`config.mk`:
```
export PLATFORM = sky130hd
export DESIGN_NAME = uart_tx_framer
export DESIGN_NICKNAME = d
export VERILOG_FILES = /design/src/rtl/uart_tx_framer_pkg.sv /design/src/rtl/uart_tx_framer_ctrl.sv /design/src/rtl/uart_tx_framer_dp.sv /design/src/rtl/uart_tx_framer.sv
export SDC_FILE = /design/constraint.sdc
export NUM_CORES = 1
export LEC_CHECK = 0
export CORE_ASPECT_RATIO = 1.2
export CORE_MARGIN = 3
export CORE_UTILIZATION = 46
export DETAILED_ROUTE_END_ITERATION = 6
export DONT_BUFFER_PORTS = 1
export GPL_ROUTABILITY_DRIVEN = 0
export SLEW_MARGIN = 40
export SYNTH_ARGS = -nofsm -noshare
export SYNTH_HDL_FRONTEND = slang
export SYNTH_HIERARCHICAL = 1
export SYNTH_SLANG_ARGS = --single-unit
export TNS_END_PERCENT = 1
```
`constraint.sdc`:
```
create_clock -name clk -period 7.6 [get_ports clk]
set_clock_uncertainty 0.05 [all_clocks]
set_input_delay 1.52 -clock clk [delete_from_list [all_inputs] [get_ports clk]]
set_output_delay 1.52 -clock clk [all_outputs]
set_load 0.02 [all_outputs]
```
`src/rtl/uart_tx_framer_pkg.sv`:
```
package uart_tx_framer_pkg;

  localparam int CHAR_MAX = 8;
  localparam int CHAR_MIN = 5;

  typedef enum logic [1:0] {
    ST_IDLE  = 2'd0,
    ST_START = 2'd1,
    ST_DATA  = 2'd2,
    ST_STOP  = 2'd3
  } txState_e;

  // Strobes from control to datapath
  typedef struct packed {
    logic xfer;      // move holding register into shifter, capture config
    logic shift;     // advance to next data bit
    logic driveLow;  // start bit on the line
    logic driveData; // data bit on the line
  } txStrobe_t;

endpackage

```
`src/rtl/uart_tx_framer_ctrl.sv`:
```
module uart_tx_framer_ctrl
  import uart_tx_framer_pkg::*;
#(
  parameter int TICKS_PER_BIT = 7,
  parameter int CNT_W = 4
) (
  input  logic             clk,
  input  logic             rstN,
  input  logic             baudTick,
  input  logic             holdFull,
  input  logic [2:0]       cfgLastBit,
  input  logic [CNT_W-1:0] cfgStopLast,
  output txStrobe_t        strobe,
  output logic             shiftEmpty
);

  localparam logic [CNT_W-1:0] BIT_LAST = CNT_W'(TICKS_PER_BIT - 1);

  txState_e         state, stateNext;
  logic [CNT_W-1:0] tickCnt;
  logic [2:0]       bitCnt;
  logic [CNT_W-1:0] tickLimit;
  logic             tickDone;

  assign tickLimit = (state == ST_STOP) ? cfgStopLast : BIT_LAST;
  assign tickDone  = baudTick && (tickCnt == tickLimit);

  always_comb begin
    stateNext        = state;
    strobe.xfer      = 1'b0;
    strobe.shift     = 1'b0;
    strobe.driveLow  = (state == ST_START);
    strobe.driveData = (state == ST_DATA);
    unique case (state)
      ST_IDLE: begin
        if (holdFull) begin
          strobe.xfer = 1'b1;
          stateNext   = ST_START;
        end
      end
      ST_START: begin
        if (tickDone) stateNext = ST_DATA;
      end
      ST_DATA: begin
        if (tickDone) begin
          strobe.shift = 1'b1;
          if (bitCnt == cfgLastBit) stateNext = ST_STOP;
        end
      end
      ST_STOP: begin
        if (tickDone) begin
          if (holdFull) begin
            strobe.xfer = 1'b1;
            stateNext   = ST_START;
          end else begin
            stateNext = ST_IDLE;
          end
        end
      end
      default: stateNext = ST_IDLE;
    endcase
  end

  always_ff @(posedge clk) begin
    if (!rstN) begin
      state   <= ST_IDLE;
      tickCnt <= '0;
      bitCnt  <= '0;
    end else begin
      state <= stateNext;
      if (strobe.xfer || state == ST_IDLE) begin
        tickCnt <= '0;
      end else if (baudTick) begin
        tickCnt <= tickDone ? '0 : tickCnt + 1'b1;
      end
      if (state != ST_DATA) begin
        bitCnt <= '0;
      end else if (tickDone) begin
        bitCnt <= bitCnt + 1'b1;
      end
    end
  end

  assign shiftEmpty = (state == ST_IDLE);

endmodule

```
`src/rtl/uart_tx_framer_dp.sv`:
```
module uart_tx_framer_dp
  import uart_tx_framer_pkg::*;
#(
  parameter int TICKS_PER_BIT = 7,
  parameter int CNT_W = 4
) (
  input  logic                clk,
  input  logic                rstN,
  input  logic [CHAR_MAX-1:0] holdData,
  input  logic                holdLoad,
  input  logic [1:0]          wordLen,
  input  logic                stopSel,
  input  txStrobe_t           strobe,
  output logic                holdFull,
  output logic [2:0]          cfgLastBit,
  output logic [CNT_W-1:0]    cfgStopLast,
  output logic                txLine
);

  localparam int HALF_STOP = TICKS_PER_BIT + (TICKS_PER_BIT + 1) / 2;
  localparam logic [CNT_W-1:0] ONE_LAST  = CNT_W'(TICKS_PER_BIT - 1);
  localparam logic [CNT_W-1:0] TWO_LAST  = CNT_W'(2 * TICKS_PER_BIT - 1);
  localparam logic [CNT_W-1:0] HALF_LAST = CNT_W'(HALF_STOP - 1);

  logic [CHAR_MAX-1:0] holdReg;
  logic [CHAR_MAX-1:0] shiftReg;
  logic [CNT_W-1:0]    stopLastSel;

  always_comb begin
    if (!stopSel)             stopLastSel = ONE_LAST;
    else if (wordLen == 2'd0) stopLastSel = HALF_LAST;
    else                      stopLastSel = TWO_LAST;
  end

  always_ff @(posedge clk) begin
    if (!rstN) begin
      holdReg     <= '0;
      holdFull    <= 1'b0;
      shiftReg    <= '0;
      cfgLastBit  <= 3'(CHAR_MAX - 1);
      cfgStopLast <= ONE_LAST;
    end else begin
      if (holdLoad) holdReg <= holdData;
      holdFull <= holdLoad | (holdFull & ~strobe.xfer);
      if (strobe.xfer) begin
        shiftReg    <= holdReg;
        cfgLastBit  <= 3'(CHAR_MIN - 1) + {1'b0, wordLen};
        cfgStopLast <= stopLastSel;
      end else if (strobe.shift) begin
        shiftReg <= {1'b0, shiftReg[CHAR_MAX-1:1]};
      end
    end
  end

  assign txLine = strobe.driveLow  ? 1'b0 :
                  strobe.driveData ? shiftReg[0] : 1'b1;

endmodule

```
`src/rtl/uart_tx_framer.sv`:
```
module uart_tx_framer
  import uart_tx_framer_pkg::*;
#(
  parameter int TICKS_PER_BIT = 7
) (
  input  logic       clk,
  input  logic       rstN,
  input  logic       baudTick,
  input  logic [7:0] holdData,
  input  logic       holdLoad,
  input  logic [1:0] wordLen,
  input  logic       stopSel,
  output logic       txLine,
  output logic       holdEmpty,
  output logic       shiftEmpty
);

  localparam int CNT_W = $clog2(2 * TICKS_PER_BIT);

  txStrobe_t        strobe;
  logic             holdFull;
  logic [2:0]       cfgLastBit;
  logic [CNT_W-1:0] cfgStopLast;

  uart_tx_framer_ctrl #(.TICKS_PER_BIT(TICKS_PER_BIT), .CNT_W(CNT_W)) ctrl_i (
    .clk(clk), .rstN(rstN), .baudTick(baudTick), .holdFull(holdFull),
    .cfgLastBit(cfgLastBit), .cfgStopLast(cfgStopLast),
    .strobe(strobe), .shiftEmpty(shiftEmpty)
  );

  uart_tx_framer_dp #(.TICKS_PER_BIT(TICKS_PER_BIT), .CNT_W(CNT_W)) dp_i (
    .clk(clk), .rstN(rstN), .holdData(holdData), .holdLoad(holdLoad),
    .wordLen(wordLen), .stopSel(stopSel), .strobe(strobe),
    .holdFull(holdFull), .cfgLastBit(cfgLastBit), .cfgStopLast(cfgStopLast),
    .txLine(txLine)
  );

  assign holdEmpty = ~holdFull;

endmodule

```
==> Yosys cells after proc, flatten, opt, wreduce, memory -nomap -nowiden <==
Index checks and enable logic that the tools add are counted.
{ "word_totals": {"output_inout_bits": 3, "input_bits": 15, "reg_bits": 33, "word_cells": 55} }
{ "classes": {"n_reduce_logical": 8, "addsub": 3, "bitwise": 5, "n_eq_ne": 11, "muxes": 20} }
{ "op_table": {"columns": ["operator", "n"], "rows": [
  ["8-bit two-way mux", 2],
  ["4-bit two-way mux", 3],
  ["2-bit two-way mux", 5],
  ["2-bit != test (second input constant)", 4],
  ["2-bit case mux with 4 select lines", 1],
  ["1-bit two-way mux", 7],
  ["5-bit AND reduction", 1],
  ["4-bit by 1-bit adder with 4-bit output (second input constant)", 1],
  ["2-bit == test (second input constant)", 2],
  ["4-bit == test", 1],
  ["2-bit logical NOT", 2],
  ["2-bit by 1-bit != test with 1-bit output (second input constant)", 2],
  ["2-bit OR reduction", 2],
  ["3-bit by 1-bit adder with 3-bit output (second input constant)", 1],
  ["3-bit by 2-bit adder with 3-bit output (first input constant)", 1],
  ["3-bit == test", 1],
  ["3-bit two-way mux", 1],
  ["1-bit inverter", 3],
  ["2-bit by 1-bit == test with 1-bit output (second input constant)", 1],
  ["1-bit case mux with 2 select lines", 1],
  ["2-bit nonzero test", 1],
  ["1-bit bitwise AND", 1],
  ["1-bit logical AND", 1],
  ["1-bit logical OR", 1],
  ["1-bit OR", 1]
]} }

==> Depth between registers and ports, before layout <==
{ "depth": {"depth_word": 9, "mapped_depth": 12, "depth_no_buf": 8} }

==> By module <==
The synthesis kept the hierarchy.
{ "by_module_without_submodules": {"columns": ["module", "area_each_um2", "cells_per_inst", "n_inst"], "rows": [
  ["uart_tx_framer_dp", 1006.0, 89, 1],
  ["uart_tx_framer_ctrl", 685.7, 77, 1],
  ["uart_tx_framer", 3.8, 1, 1]
]} }

==> Least setup slack after synthesis <==
OpenSTA, ideal clock, no wires.
{ "synth_timing": {"path_type": "input -> register", "start": "input port baudTick", "end": "register dp_i.cfgLastBit[0]", "arrival_time_ps": 2951, "setup_slack_ps": 4470, "stages": 8, "n_path_buf": 2, "path_cell_list": "o221ai_1 nor4_4 buf_6 a21oi_2 nor3b_2 buf_4 mux2i_1 nand2_1"} }
{ "synth_rtl": {"columns": ["item", "line", "text"], "rows": [
  ["from (decl)", "uart_tx_framer.sv:8", "input logic baudTick,"],
  ["to (signal assigned)", "uart_tx_framer_dp.sv:40", "cfgLastBit <= 3'(CHAR_MAX - 1);"],
  ["to (signal assigned)", "uart_tx_framer_dp.sv:47", "cfgLastBit <= 3'(CHAR_MIN - 1) + {1'b0, wordLen};"],
  ["to (decl)", "uart_tx_framer_dp.sv:15", "output logic [2:0] cfgLastBit,"]
]} }

==> flow_summary.yaml <==
critical_path:
  crit-reg2reg-capture: "dp_i/shiftReg[1]"
  reg2reg_depth: 9
  r2r_setup_slack_ps: 4300
  crit_path_max_incr_delay_ps: 660
  timing.critical_path.cells: "o221ai_1 > nor4_4 > a21oi_2 > nor3b_2 > buf_4 > or2b_1 > o211a_1"
  worst_path_max_delay_cell: "nor4_4"
  cp-end-kind: "flop"
  cp_required_ps: 7720
  startpoint_type: "input port"
  critical_path.max_fanout: 17
  critPathArrivalTime_ps: 3680
  timing.setup.critical_path_class: "in2reg"
  worst_reg2reg_path_startpoint: "ctrl_i/state[0]"
finish:
  layout.area.seq_um2: 641
  drive_gt1_share_pct: 14.4
  multi_input_area_um2: 960
  n_antenna_cell: 0
  filler_cell_count: 338
  syn_to_final_growth_pct: 4.58
  fin_nets: 187
cts:
  cts.hold.buffers_added: 0
  cts_buffer_depth: 2
  tritoncts: "yes"
  cts.root.buffer_cell: "clkbuf_8"
  ctsResizeCount: 0
  cts.clk_slew.worst_paths_ps: 60
  cts_inserted_buffers: 5
  clkLatencyLatePin_ps: 280
  cts_post_setup_buffers_inserted: 0
  ctsHtreeMaxLevel: 2
  numClockSinks: 32
grt:
  initial_antenna_violation_count: 0
  global_route.usage.total_pct: 16.3
  grt_pass1_wl_um: 5440
  globalRouteOverflowTotal: 0
  first_global_vias: 1188
  largest_net_degree_at_the_start_of_global_routing: 31
sta:
  rsz_0062_raised_after_global_routing: "no"
  max_slew_margin_pct: 55.1
  min_period_over_period_pct: 46.8
  setup-violations-final: 0
  drv_slew: 0
  tns_ps: 0
  final-hold-violation-count: 0
  finalWorstPathRequiredPeriod_ps: 3560
  fmaxAchievable_mhz: 281
  worst_slack_ps: 4040
  tightestPinTransition_ps: 668
die:
  floorplan.die.width_um: 61.4
  floorplan.initialDensity_pct: 49.1
  io_pins: 18
  die-area_um2: 4450
  rows: 23
  die_height_um: 72.5
  std_cell_core_area_um2: 3450
power_and_ir_drop:
  peakVddDrop_v: 0.000158
  p_leak_uw: 0.000774
  total_power_uw: 491
  power_switching_uw: 154
  pwr-share-clk_pct: 27.2
  power.density_cell_area_nw_per_um2: 277
  cell_internal_pwr_uw: 337
  switching_share_pct: 31.4
  comb_power_share_pct: 29.5
  share_of_power_burned_in_registers_pct: 43.3
detailed_routing:
  routedWlPerCell_um: 15.0
  first_pass_iters: 4
  totalWireLength_um: 3060
  drc: 0
  viasPerCell: 5.62
  detailroute.via_count: 1146
  detail-route-antenna-nets: 0
  drt-initial-drc-count: 20
logic_synthesis:
  cells_after_synth: 167
  ys_dominant_reg_cell: "dfxtp_1"
  synth_compound_gate_area_share_pct: 13.9
  yosys.area_share.xor_xnor_pct: 3.62
  yosys.area_share.adder_pct: 4.43
  synth_top_family_by_area: "simple AND/OR/NAND/NOR gates"
  yosys.cell_types.count: 44
  ys.warnings.count: 6
  synthMuxAreaShare_pct: 14.5
  asyncSetResetFlopFracSynth_pct: 0
  synth.cell_area_um2: 1700
  postSynthNetCount: 188
  yosys.area_share.simple_pct: 20.0
  seq_area_frac_synth_pct: 37.8
  avgSynthCellArea_um2: 10.2
  postSynthRegisterBits: 32
  synth_edf_count: 0
place:
  port_buffers: 0
  place_worst_setup_slack_ps: 3700
  detailedPlacementHpwl_um: 2210
min_path:
  min-delay-path-class: "reg2reg"
  min_delay_path_depth: 2
  holdPathEnd: "dp_i/shiftReg[7]"
  hold_start: "dp_i/holdReg[7]"
status:
  outcome: "finished clean"
flow_run:
  cap_viol_max_count: 0
## final cells by class
type,instances,share of cell area [%]
Multi-Input combinational cell,119,54.1
Sequential cell,32,36.1
Clock inverter,2,0.565
Inverter,7,1.48
Tap cell,37,2.61
Timing Repair Buffer,1,0.423
Clock buffer,6,4.66
## worst max-delay path by stage
stage / endpoint / depth (start not counted) / slack [ps] / from
final: dp_i/shiftReg[1] / 7 / 4040 / baudTick
after global placement: dp_i/shiftReg[1] / 7 / 3810 / baudTick
after floorplan: dp_i/cfgLastBit[0] / 8 / 4470 / baudTick
after detailed placement: dp_i/shiftReg[1] / 7 / 3700 / baudTick
after CTS: dp_i/shiftReg[1] / 7 / 4020 / baudTick
after global routing: dp_i/shiftReg[1] / 7 / 3860 / baudTick
## state kept, by name, summed over array words and instances (netlist names)
signal            flops
ctrl_i/state          2
dp_i/holdFull         1
dp_i/cfgLastBit       2
dp_i/shiftReg         8
dp_i/holdReg          8
dp_i/cfgStopLast      4
ctrl_i/bitCnt         3
ctrl_i/tickCnt        4
## critical path: cells and delay by family
family | cells | cell delay (ps)
and+or+nand+nor | 3 | 1440
buffers and inverters | 1 | 320
AOI/OAI and AO/OA | 3 | 390
## synth_stat cells, types with 3 or more instances
| cell type | n | share of area (%) |
|---|---|---|
| dfxtp_1 | 32 | 38 |
| mux2i_1 | 14 | 8.3 |
| nor2b_1 | 13 | 4.8 |
| nand2_1 | 10 | 2.2 |
| nand2b_1 | 10 | 3.7 |
| o211a_1 | 8 | 4.7 |
| inv_1 | 7 | 1.6 |
| mux2_4 | 7 | 6.2 |
| ha_1 | 6 | 4.4 |
| nor2_1 | 6 | 1.3 |
| xor2_1 | 5 | 2.6 |
| a21oi_1 | 3 | 0.89 |
| buf_4 | 3 | 1.3 |
| buf_6 | 3 | 2.0 |
| nor3_1 | 3 | 0.89 |
## cells by family after synthesis
| group | count (synthesis) |
|---|---|
| AO/OA/AOI/OAI | 28 |
| XOR/XNOR | 7 |
| adder cells (fa/ha/maj) | 6 |
| buffers and inverters | 16 |
| flip-flops | 32 |
| multiplexers | 21 |
| other | 1 |
| AND/OR/NAND/NOR | 56 |
## metal layers
layer | global-route usage, % | share of wire [%] | up-vias
met1 | 18.7 | 41 | 545
met3 | 5.52 | 3.2 | 6
met4 | 4.95 | 1.4 | 0
li1 | - | - | 575
met5 | 0 | 0 | -
met2 | 27.9 | 54 | 20
## placed cells by master, fill, tap and decap left out, types with 2 or more instances in the layout
master    netlist  routed
xnor2_1         2       2
clkbuf_8        0       6
inv_1           7       7
mux2i_1        14      14
nand2b_1       10      10
nand2_1        10      10
ha_1            6       6
o21ai_0         2       2
nor2_1          6       6
nor3_1          3       3
nand3_1         2       2
o21ai_1         2       2
xor2_1          5       5
o31ai_1         2       2
a21oi_2         2       2
o211a_1         8       8
dfxtp_1        32      32
nor2b_1        13      13
o21a_1          2       2
clkinv_2        0       2
a21oi_1         3       3
mux2_4          7       7
## metrics by stage
step           std cells  hold slack [ps]  cell area [um^2]  util (%)
6_report             204              413              1770      51.3
5_1_grt              204              439              1770      51.3
4_1_cts              204              419              1770      51.3
3_5_place_dp         196              408              1680      48.7
3_3_place_gp         196              404              1680      48.7
2_1_floorplan        167              390              1700         -
## power by group through the flow
stage,Combinational (uW),Clock (uW),Sequential (uW)
after floorplan,130,0,210
after global placement,141,0,215
after detailed placement,145,0,216
after global routing,161,148,217
after CTS,146,138,213
final,145,134,212
(Power assumes the default switching activity.)
